[config.mk]
export PLATFORM = sky130hd
export DESIGN_NAME = dbg_status_check
export DESIGN_NICKNAME = d
export VERILOG_FILES = /design/src/rtl/dbg_chk_pkg.sv /design/src/rtl/dbg_ack_classify.sv /design/src/rtl/dbg_op_table.sv /design/src/rtl/dbg_wait_timer.sv /design/src/rtl/dbg_status_check.sv
export SDC_FILE = /design/constraint.sdc
export NUM_CORES = 1
export LEC_CHECK = 0
export ABC_CLOCK_PERIOD_IN_PS = 2350
export CAP_MARGIN = 10
export CORE_ASPECT_RATIO = 1.75
export CORE_MARGIN = 4
export CORE_UTILIZATION = 45
export CTS_CLUSTER_SIZE = 16
export DETAILED_ROUTE_END_ITERATION = 12
export GPL_TIMING_DRIVEN = 0
export PLACE_DENSITY = 0.84
export SYNTH_ARGS = -nofsm -noshare
export SYNTH_HDL_FRONTEND = slang
export SYNTH_HIERARCHICAL = 1
export SYNTH_SLANG_ARGS = --single-unit
[constraint.sdc]
create_clock -name clk -period 2.35 [get_ports clk]
set_input_delay 0.705 -clock clk [delete_from_list [all_inputs] [get_ports clk]]
set_output_delay 0.705 -clock clk [all_outputs]
set_load 0.005 [all_outputs]
[src/rtl/dbg_chk_pkg.sv]
package dbg_chk_pkg;

    // Scan instructions selected toward the access engine
    localparam logic [3:0] IR_ABORT = 4'h8;
    localparam logic [3:0] IR_DPACC = 4'hA;
    localparam logic [3:0] IR_APACC = 4'hB;

    // Register addresses (bits [3:2] significant)
    localparam logic [3:0] AD_STATUS = 4'h4;
    localparam logic [3:0] AD_RDBUF  = 4'hC;
    localparam logic [3:0] AD_APCSW  = 4'h0;
    localparam logic [3:0] AD_APTAR  = 4'h4;

    localparam int ORUN_BIT = 1;
    localparam int SERR_BIT = 5;
    localparam logic [31:0] STICKY_MASK = (32'h1 << ORUN_BIT) | (32'h1 << SERR_BIT);
    localparam logic [3:0]  PWR_ALL_ON  = 4'hF;

    typedef enum logic [3:0] {
        ST_IDLE       = 4'd0,
        ST_POST       = 4'd1,
        ST_COLLECT    = 4'd2,
        ST_ABORT      = 4'd3,
        ST_CLEAR      = 4'd4,
        ST_RB_POST    = 4'd5,
        ST_RB_COLLECT = 4'd6,
        ST_AP_CSW     = 4'd7,
        ST_AP_TAR     = 4'd8,
        ST_AP_DRAIN   = 4'd9
    } step_e;

    typedef enum logic [1:0] {
        ACK_OK   = 2'd0,
        ACK_WAIT = 2'd1,
        ACK_BAD  = 2'd2
    } ack_cls_e;

    typedef struct packed {
        logic [3:0]  ir;
        logic [3:0]  addr;
        logic        rnw;
        logic [31:0] wdata;
    } dbg_op_t;

    typedef struct packed {
        step_e       step;
        logic        waiting;
        logic        done;
        logic        err;
        logic        tmo;
        logic        bad;
        logic        sticky;
        logic        pwr;
        logic [31:0] cs;
        logic [31:0] csw;
        logic [31:0] tar;
    } chk_state_t;

endpackage

[src/rtl/dbg_ack_classify.sv]
module dbg_ack_classify
    import dbg_chk_pkg::*;
#(
    parameter int unsigned ACK_IN_W = 4
) (
    input  logic [ACK_IN_W-1:0] ack_raw,
    output ack_cls_e            ack_cls
);
    localparam logic [ACK_IN_W-1:0] LOW_MASK  = ACK_IN_W'(3'b111);
    localparam logic [ACK_IN_W-1:0] CODE_OK   = ACK_IN_W'(3'b010);
    localparam logic [ACK_IN_W-1:0] CODE_WAIT = ACK_IN_W'(3'b001);

    logic [ACK_IN_W-1:0] masked;

    always_comb begin
        masked = ack_raw & LOW_MASK;
        if (masked == CODE_OK) begin
            ack_cls = ACK_OK;
        end else if (masked == CODE_WAIT) begin
            ack_cls = ACK_WAIT;
        end else begin
            ack_cls = ACK_BAD;
        end
    end
endmodule

[src/rtl/dbg_op_table.sv]
module dbg_op_table
    import dbg_chk_pkg::*;
(
    input  step_e       step,
    input  logic [31:0] ctrl_base,
    output dbg_op_t     op
);
    always_comb begin
        op = '{ir: IR_DPACC, addr: AD_STATUS, rnw: 1'b1, wdata: 32'h0};
        unique case (step)
            ST_POST, ST_RB_POST: begin
                op.ir   = IR_DPACC;
                op.addr = AD_STATUS;
            end
            ST_COLLECT, ST_RB_COLLECT, ST_AP_DRAIN: begin
                op.ir   = IR_DPACC;
                op.addr = AD_RDBUF;
            end
            ST_ABORT: begin
                op.ir    = IR_ABORT;
                op.addr  = 4'h0;
                op.rnw   = 1'b0;
                op.wdata = 32'h1;
            end
            ST_CLEAR: begin
                op.ir    = IR_DPACC;
                op.addr  = AD_STATUS;
                op.rnw   = 1'b0;
                op.wdata = ctrl_base | STICKY_MASK;
            end
            ST_AP_CSW: begin
                op.ir   = IR_APACC;
                op.addr = AD_APCSW;
            end
            ST_AP_TAR: begin
                op.ir   = IR_APACC;
                op.addr = AD_APTAR;
            end
            default: begin
                op.ir   = IR_DPACC;
                op.addr = AD_STATUS;
            end
        endcase
    end
endmodule

[src/rtl/dbg_wait_timer.sv]
module dbg_wait_timer #(
    parameter int unsigned LIMIT = 100
) (
    input  logic clk,
    input  logic rst_n,
    input  logic clear,
    input  logic run,
    output logic expired
);
    localparam int unsigned CW = $clog2(LIMIT + 1);
    localparam logic [CW-1:0] LIM = CW'(LIMIT);

    logic [CW-1:0] cnt_d, cnt_q;

    always_comb begin
        cnt_d = cnt_q;
        if (clear) begin
            cnt_d = '0;
        end else if (run && (cnt_q != LIM)) begin
            cnt_d = cnt_q + 1'b1;
        end
    end

    always_ff @(posedge clk) begin
        if (!rst_n) begin
            cnt_q <= '0;
        end else begin
            cnt_q <= cnt_d;
        end
    end

    assign expired = (cnt_q >= LIM);
endmodule

[src/rtl/dbg_status_check.sv]
module dbg_status_check
    import dbg_chk_pkg::*;
#(
    parameter int unsigned ACK_IN_W   = 4,
    parameter int unsigned CLK_KHZ    = 4,
    parameter int unsigned TIMEOUT_MS = 25
) (
    input  logic                clk,
    input  logic                rst_n,
    input  logic                start,
    input  logic [31:0]         ctrl_base,
    output logic                op_valid,
    output logic [3:0]          op_ir,
    output logic [3:0]          op_addr,
    output logic                op_rnw,
    output logic [31:0]         op_wdata,
    input  logic                rsp_valid,
    input  logic [ACK_IN_W-1:0] rsp_ack,
    input  logic [31:0]         rsp_rdata,
    output logic                busy,
    output logic                done,
    output logic                error,
    output logic                timed_out,
    output logic                bad_ack,
    output logic                sticky_seen,
    output logic                pwr_low,
    output logic [31:0]         status_word,
    output logic [31:0]         diag_csw,
    output logic [31:0]         diag_tar
);
    localparam int unsigned TIMEOUT_CYC = CLK_KHZ * TIMEOUT_MS;

    chk_state_t s_d, s_q;
    ack_cls_e   cls;
    logic       expired;
    logic       is_idle;
    dbg_op_t    op;

    assign is_idle = (s_q.step == ST_IDLE);

    dbg_ack_classify #(.ACK_IN_W(ACK_IN_W)) u_cls (
        .ack_raw (rsp_ack),
        .ack_cls (cls)
    );

    dbg_op_table u_tab (
        .step      (s_q.step),
        .ctrl_base (ctrl_base),
        .op        (op)
    );

    dbg_wait_timer #(.LIMIT(TIMEOUT_CYC)) u_tmr (
        .clk     (clk),
        .rst_n   (rst_n),
        .clear   (is_idle && start),
        .run     (!is_idle),
        .expired (expired)
    );

    always_comb begin
        s_d = s_q;
        if (!is_idle && !s_q.waiting) begin
            s_d.waiting = 1'b1;
        end
        if (is_idle) begin
            if (start) begin
                s_d.step    = ST_POST;
                s_d.waiting = 1'b0;
                s_d.done    = 1'b0;
                s_d.err     = 1'b0;
                s_d.tmo     = 1'b0;
                s_d.bad     = 1'b0;
                s_d.sticky  = 1'b0;
                s_d.pwr     = 1'b0;
            end
        end else if (s_q.waiting && rsp_valid) begin
            s_d.waiting = 1'b0;
            unique case (s_q.step)
                ST_POST: s_d.step = ST_COLLECT;
                ST_COLLECT: begin
                    unique case (cls)
                        ACK_OK: begin
                            s_d.cs = rsp_rdata;
                            if ((rsp_rdata & STICKY_MASK) != 32'h0) begin
                                s_d.sticky = 1'b1;
                                s_d.pwr    = (rsp_rdata[31:28] != PWR_ALL_ON);
                                s_d.step   = ST_CLEAR;
                            end else begin
                                s_d.step = ST_IDLE;
                                s_d.done = 1'b1;
                            end
                        end
                        ACK_WAIT: begin
                            s_d.step = expired ? ST_ABORT : ST_POST;
                        end
                        default: begin
                            s_d.bad  = 1'b1;
                            s_d.err  = 1'b1;
                            s_d.done = 1'b1;
                            s_d.step = ST_IDLE;
                        end
                    endcase
                end
                ST_ABORT: begin
                    s_d.tmo  = 1'b1;
                    s_d.err  = 1'b1;
                    s_d.done = 1'b1;
                    s_d.step = ST_IDLE;
                end
                ST_CLEAR:   s_d.step = ST_RB_POST;
                ST_RB_POST: s_d.step = ST_RB_COLLECT;
                ST_RB_COLLECT: begin
                    s_d.cs   = rsp_rdata;
                    s_d.step = ST_AP_CSW;
                end
                ST_AP_CSW: s_d.step = ST_AP_TAR;
                ST_AP_TAR: begin
                    s_d.csw  = rsp_rdata;
                    s_d.step = ST_AP_DRAIN;
                end
                ST_AP_DRAIN: begin
                    s_d.tar  = rsp_rdata;
                    s_d.err  = 1'b1;
                    s_d.done = 1'b1;
                    s_d.step = ST_IDLE;
                end
                default: s_d.step = ST_IDLE;
            endcase
        end
    end

    always_ff @(posedge clk) begin
        if (!rst_n) begin
            s_q <= '0;
        end else begin
            s_q <= s_d;
        end
    end

    assign op_valid    = !is_idle && !s_q.waiting;
    assign op_ir       = op.ir;
    assign op_addr     = op.addr;
    assign op_rnw      = op.rnw;
    assign op_wdata    = op.wdata;
    assign busy        = !is_idle;
    assign done        = s_q.done;
    assign error       = s_q.err;
    assign timed_out   = s_q.tmo;
    assign bad_ack     = s_q.bad;
    assign sticky_seen = s_q.sticky;
    assign pwr_low     = s_q.pwr;
    assign status_word = s_q.cs;
    assign diag_csw    = s_q.csw;
    assign diag_tar    = s_q.tar;
endmodule

-- Word-level counts from Yosys, hierarchy flattened
Index checks and enable logic that the tools add are counted.
- output and inout port bits: 145
- logic and storage cells: 88
- register bits: 114
- eq/ne operators: 20
- bitwise logic cells: 2
- mux-type cells: 23
- add/subtract/negate cells: 1
- $lt $le $gt $ge: 1
- reductions and logical operators: 29
- operators by type and width (operator ; count):
    2-to-1 mux 107 bit ; 1
    one-hot mux 33 bit (2 select lines) ; 1
    2-to-1 mux 32 bit ; 2
    one-hot mux 32 bit (2 select lines) ; 1
    2-to-1 mux 34 bit ; 1
    nonzero test 32 bit ; 1
    one-hot mux 4 bit (7 select lines) ; 1
    one-hot mux 6 bit (4 select lines) ; 1
    2-to-1 mux 11 bit ; 2
    equality test 4 x 3 -> 1 bit (second input constant) ; 4
    AND reduction 4 bit ; 3
    nonzero test 2 bit ; 6
    AND reduction 5 bit ; 2
    AND reduction 3 bit ; 3
    equality test 4 x 2 -> 1 bit (second input constant) ; 2
    equality test 4 bit (second input constant) ; 2
    2-to-1 mux 2 bit ; 4
    inequality test 4 bit (second input constant) ; 2
    one-hot mux 4 bit (2 select lines) ; 1
    adder 7 x 1 -> 7 bit (second input constant) ; 1
    greater-or-equal comparator 7 bit (second input constant) ; 1
    inequality test 7 bit (second input constant) ; 1
    2-to-1 mux 3 bit ; 2
    inequality test 3 bit (second input constant) ; 2
    other kinds (18) ; 29

-- Depth between registers and ports, before layout
- depth after elaboration: 9
- gate-level depth with buffers: 7

-- Hierarchy
The synthesis kept the hierarchy.
- modules (own cells, without submodules) (module ; cells each ; area each (um^2) ; instances):
    dbg_status_check ; 599 ; 4918.5 ; 1
    dbg_op_table ; 55 ; 401.6 ; 1
    dbg_wait_timer ; 42 ; 374.1 ; 1
    dbg_ack_classify ; 3 ; 22.5 ; 1

-- Worst setup path before layout
No wires, ideal clock.
- path type: input to register
- start point: input port rsp_ack[1]
- end point: register s_q (netlist bit status_word[10])
- stages: 6
- path slack: 0.301 ns
- data arrival time: 1.979 ns
- setup time: 0.070 ns
- path through: nor3b_1 > nor2_1 > o211ai_1 > clkbuf_1 > nand2_1 > a21boi_1
- word-level cells in the longest chain between the ends: 6
- elaborated cells on any way between the ends: 7
- those cells by class: 3 x eq/ne; 2 x mux; 2 x reduce/logical
- ends and longest elaborated chain (what ; RTL line ; text):
    start, declared ; dbg_status_check.sv:18 ; input logic [ACK_IN_W-1:0] rsp_ack,
    equality test 3 x 1 -> 1 bit ; dbg_ack_classify.sv:19 ; end else if (masked == CODE_WAIT) begin
    2-to-1 mux 2 bit ; dbg_ack_classify.sv:19 ;
    2-to-1 mux 2 bit (*) ; dbg_ack_classify.sv:17 ; if (masked == CODE_OK) begin
    zero test 2 bit (*) ; dbg_status_check.sv:81 ; unique case (cls)
    inequality test 2 bit (no source line) (*) ; -- ;
    AND reduction 4 bit (no source line) (*) ; -- ;
    end signal, assigned ; dbg_status_check.sv:134 ; s_q <= '0;
    end signal, assigned ; dbg_status_check.sv:136 ; s_q <= s_d;
    end, declared ; dbg_status_check.sv:33 ; chk_state_t s_d, s_q;
Every way passes the cells marked *; elsewhere a longest branch is shown, timed or not.
A chain may end at the register's enable or synchronous reset.

-- Final worst setup path
- start point: register s_q[104] (netlist bit)
- end point: output port op_wdata[19]
- word-level cells in the longest chain between the ends: 2
- elaborated cells on any way between the ends: 3
- those cells by class: 2 x eq/ne; 1 x mux
- ends and longest elaborated chain (what ; RTL line ; text):
    equality test 4 x 3 -> 1 bit / equality test 4 x 2 -> 1 bit (equally long branches) ; dbg_op_table.sv:10 ; unique case (step)
    one-hot mux 33 bit (2 select lines) (*) ; dbg_op_table.sv:10 ;
    end, declared ; dbg_status_check.sv:16 ; output logic [31:0] op_wdata,
Marked as above.

==> flow_metrics.py <==
metrics = {
    "run_status": {
        "status": "finished, violations left",
        "violations": "setup timing",
    },
    "grt": {
        "overflow": 0,
        "grt_util_all_layers_pct": 24.3,
        "grt_max_degree": 17,
        "antenna_found_initial": 0,
        "grt_pass1_vias": 5397,
        "grt_pass1_wl_um": 27700,
    },
    "cells_and_area": {
        "insertedDiodeCount": 0,
        "nFillCells": 1014,
        "nNetsFinal": 1020,
        "design_area_um2": 8850,
        "area_growth_pct": 54.8,
        "multiInputGateArea_um2": 2500,
        "fin_cells": 1126,
        "post-route-util_pct": 71.2,
        "seqCellArea_um2": 2290,
        "layout-drive-gt1-share_pct": 25.8,
    },
    "pwr": {
        "clkPwrFrac_pct": 50.9,
        "vdd_ir_drop_max_v": 0.000573,
        "power.internal_w": 0.00368,
        "p_switching_w": 0.00105,
        "p_leak_nw": 3.52,
        "swShare_pct": 22.3,
        "power.density_nw_per_um2": 534,
        "combPwrFrac_pct": 7.9,
        "pwr-share-seq_pct": 41.3,
    },
    "sta": {
        "worst_pin_slew_ns": 0.501,
        "setup_viol_count_final": 31,
        "whs_ns": 0.450,
        "slew_headroom_pct": 66.3,
        "period_minus_slack_ns": 2.55,
        "rsz0062_at_grt": "yes",
        "hold_viol": 0,
        "worst_slack_ns": -0.199,
        "timing.fmax_mhz": 392,
        "slew_violations": 0,
        "fin_crit_sh_pct": 108,
        "fin_skew_ns": 0.00850,
    },
    "placed_design": {
        "place_congestion": 0.838,
        "dpl.cell_count": 1078,
        "portBuffers": 209,
        "dpl.hpwl_um": 13000,
        "dpl_cell_area_um2": 8030,
    },
    "cts": {
        "numCtsBuffers": 17,
        "htreeDepth": 4,
        "cts_buffer_depth": 2,
        "cts-root-buf": "clkbuf_16",
        "cts_tree": "yes",
        "cts_sinks": 114,
        "clk_latency_ns": 0.41,
        "hold_buffers": 0,
        "clkSlewWorstSetupHoldPaths_ns": 0.05,
    },
    "routing": {
        "wl_per_cell_um": 15.7,
        "ant_nets": 0,
        "drt_drc_violations_left": 0,
        "first_pass_iters": 4,
        "viasPerCell": 4.80,
        "vias": 5406,
        "drt_iter0_drc": 152,
        "routed_wl_um": 17600,
    },
    "synth": {
        "syn_area_um2": 5720,
        "synth_area_leaders": "dfxtp_1 40%, nand2_1 13%, buf_4 13%",
        "yosysUniqueCellTypes": 55,
        "syn_inst": 699,
        "yosysTopAreaCell": "dfxtp_1",
        "yosysWarnings": 6,
        "seq_area_frac_synth_pct": 39.9,
        "synth-edff-count": 0,
        "avgSynthCellArea_um2": 8.18,
        "synthDominantCellAreaShare_pct": 39.9,
        "ys_dominant_reg_cell": "dfxtp_1",
        "ys_seq_elements": 114,
        "async_flop_share_pct": 0,
    },
    "setup_path": {
        "critPathMaxFanout": 5,
        "r2r_cells": 10,
        "critPathLaunchType": "flop",
        "r2r_end": "u_tmr/cnt_q[1]$_SDFFE_PP0P_",
        "critPathCapture": "op_wdata[19]",
        "timing.rr.start": "s_q[106]$_SDFFE_PN0P_",
        "cp.required_ns": 1.64,
        "r2r_setup_slack_ns": 0.44,
        "timing.critical_path.from": "s_q[104]$_SDFFE_PN0P_",
        "cp.arrival_ns": 1.84,
        "criticalPathCategory": "reg -> out",
        "end_kind": "output port",
    },
    "hold_path": {
        "hold_class": "reg -> reg",
    },
    "floorplanning": {
        "die_area_um2": 14600,
        "dieHeight_um": 157,
        "core_um2": 12400,
        "pin_count": 217,
        "die_width_um": 93.2,
        "initial_utilization_pct": 46.0,
        "rows": 54,
    },
    "run": {
        "maxCapViolations": 0,
    },
}
==> area by class of cell <==
type                    count  area share (%)
plain buffers             138            11.3
clock buffers              22            5.36
clock inverters             9           0.933
inverters                   9           0.382
multi-input cells         436            28.3
flip-flops and latches    114            25.9
well taps                 168            2.37
repair buffers            230            25.5
==> kinds of logic (layout without fill, tap and decap cells) <==
family,count (synthesis),count (layout),synth area share [%]
DFF,114,114,39.9
xor gates and xnor gates,2,2,0.306
muxes,2,2,0.350
and+or+nand+nor,283,283,23.0
adders and majority gates,2,2,0.438
AOI/OAI and AO/OA,143,143,18.3
other,2,4,0.131
buffers and inverters,151,408,17.5
==> critical path, stage by stage (launching register included) <==
cell and delay, ns:
dfxtp_4 0.34, buf_6 0.13, nor4b_4 0.26, buf_4 0.19, buf_6 0.12, buf_8 0.10, buf_6 0.08, and2_4 0.13
buf_6 0.09
==> registers in the layout (all words and copies together), names as in the netlist <==
signal / cells
bad_ack: 1
diag_csw: 32
diag_tar: 32
done: 1
error: 1
pwr_low: 1
s_q: 5
status_word: 32
sticky_seen: 1
timed_out: 1
u_tmr/cnt_q: 7
==> synth_stat cells, types with 3 or more instances <==
cell      instances
inv_1             9
nand3b_1          3
nor2_1            7
nand2_1         205
nand2b_1          8
a21oi_1          12
buf_4           102
buf_2            15
o211ai_1          5
and2_1           18
buf_6             4
nor2b_1           4
nor3_1            3
and2_2           12
a21boi_0         31
o21ai_0           7
clkbuf_1         19
dfxtp_1         114
nor3b_1           4
a21boi_1         69
==> how the worst min path moves through the flow <==
stage	start	to	slack [ns]	cells past startpoint
2_1_floorplan	diag_csw[19]$_SDFFE_PN0P_	diag_csw[19]$_SDFFE_PN0P_	0.44	2
3_3_place_gp	pwr_low$_SDFFE_PN0P_	pwr_low$_SDFFE_PN0P_	0.44	2
3_5_place_dp	done$_SDFFE_PN0P_	done$_SDFFE_PN0P_	0.44	2
4_1_cts	diag_tar[2]$_SDFFE_PN0P_	diag_tar[2]$_SDFFE_PN0P_	0.45	2
5_1_grt	pwr_low$_SDFFE_PN0P_	pwr_low$_SDFFE_PN0P_	0.47	2
6_report	diag_tar[23]$_SDFFE_PN0P_	diag_tar[23]$_SDFFE_PN0P_	0.45	2
==> per-stage QoR <==
step | setup WS, ns | power, W | TNS (ns)
global placement | -0.825 | 0.00233 | -36.97
finish | -0.199 | 0.00473 | -2.85
detailed placement | -0.875 | 0.00233 | -39.17
global route | -0.244 | 0.00487 | -4.25
CTS | -0.170 | 0.00475 | -2.23
floorplan | 0.301 | 0.00212 | 0
==> per-layer routing <==
metal  up-vias  part of all wire (%)  global-route usage [%]
met4         0                   3.8                    11.3
met1      2522                    37                    25.7
met2       162                    54                    44.7
met5         -                     0                       0
li1       2674                     -                       -
met3        48                   5.1                    5.69
==> power groups by stage <==
stage          Sequential (W)  Clock (W)  Combinational (W)
2_1_floorplan         0.00199          0           0.000128
4_1_cts               0.00195    0.00244           0.000362
5_1_grt               0.00195    0.00252           0.000399
6_report              0.00195    0.00241           0.000371
3_5_place_dp          0.00199          0           0.000334
3_3_place_gp          0.00199          0           0.000332
==> timing repair <==
action / CTS / global route
gates resized for setup: 201 / 18
setup endpoints to repair: 71 / 56
buffers inserted: 18 / 4
gates cloned: 2 / 0
pin swaps: 17 / 10
==> cells in the final DEF, fill, tap and decap left out, types with 3 or more instances in the layout <==
master	count
clkbuf_1	16
and2_1	8
a21boi_1	69
clkbuf_16	18
nor2b_1	4
o211ai_1	5
nand2_1	205
dlygate4sd2_1	5
a21boi_0	31
buf_6	33
buf_4	115
clkinv_2	4
nor2_1	6
buf_2	24
conb_1	4
inv_1	8
nand3b_1	3
dfxtp_1	110
a21oi_1	12
o21ai_0	7
and2_4	21
clkbuf_8	3
nor3_1	3
nor3b_1	3
clkdlybuf4s50_1	169
nand2b_1	8
Power figures use the tool's default switching activity.
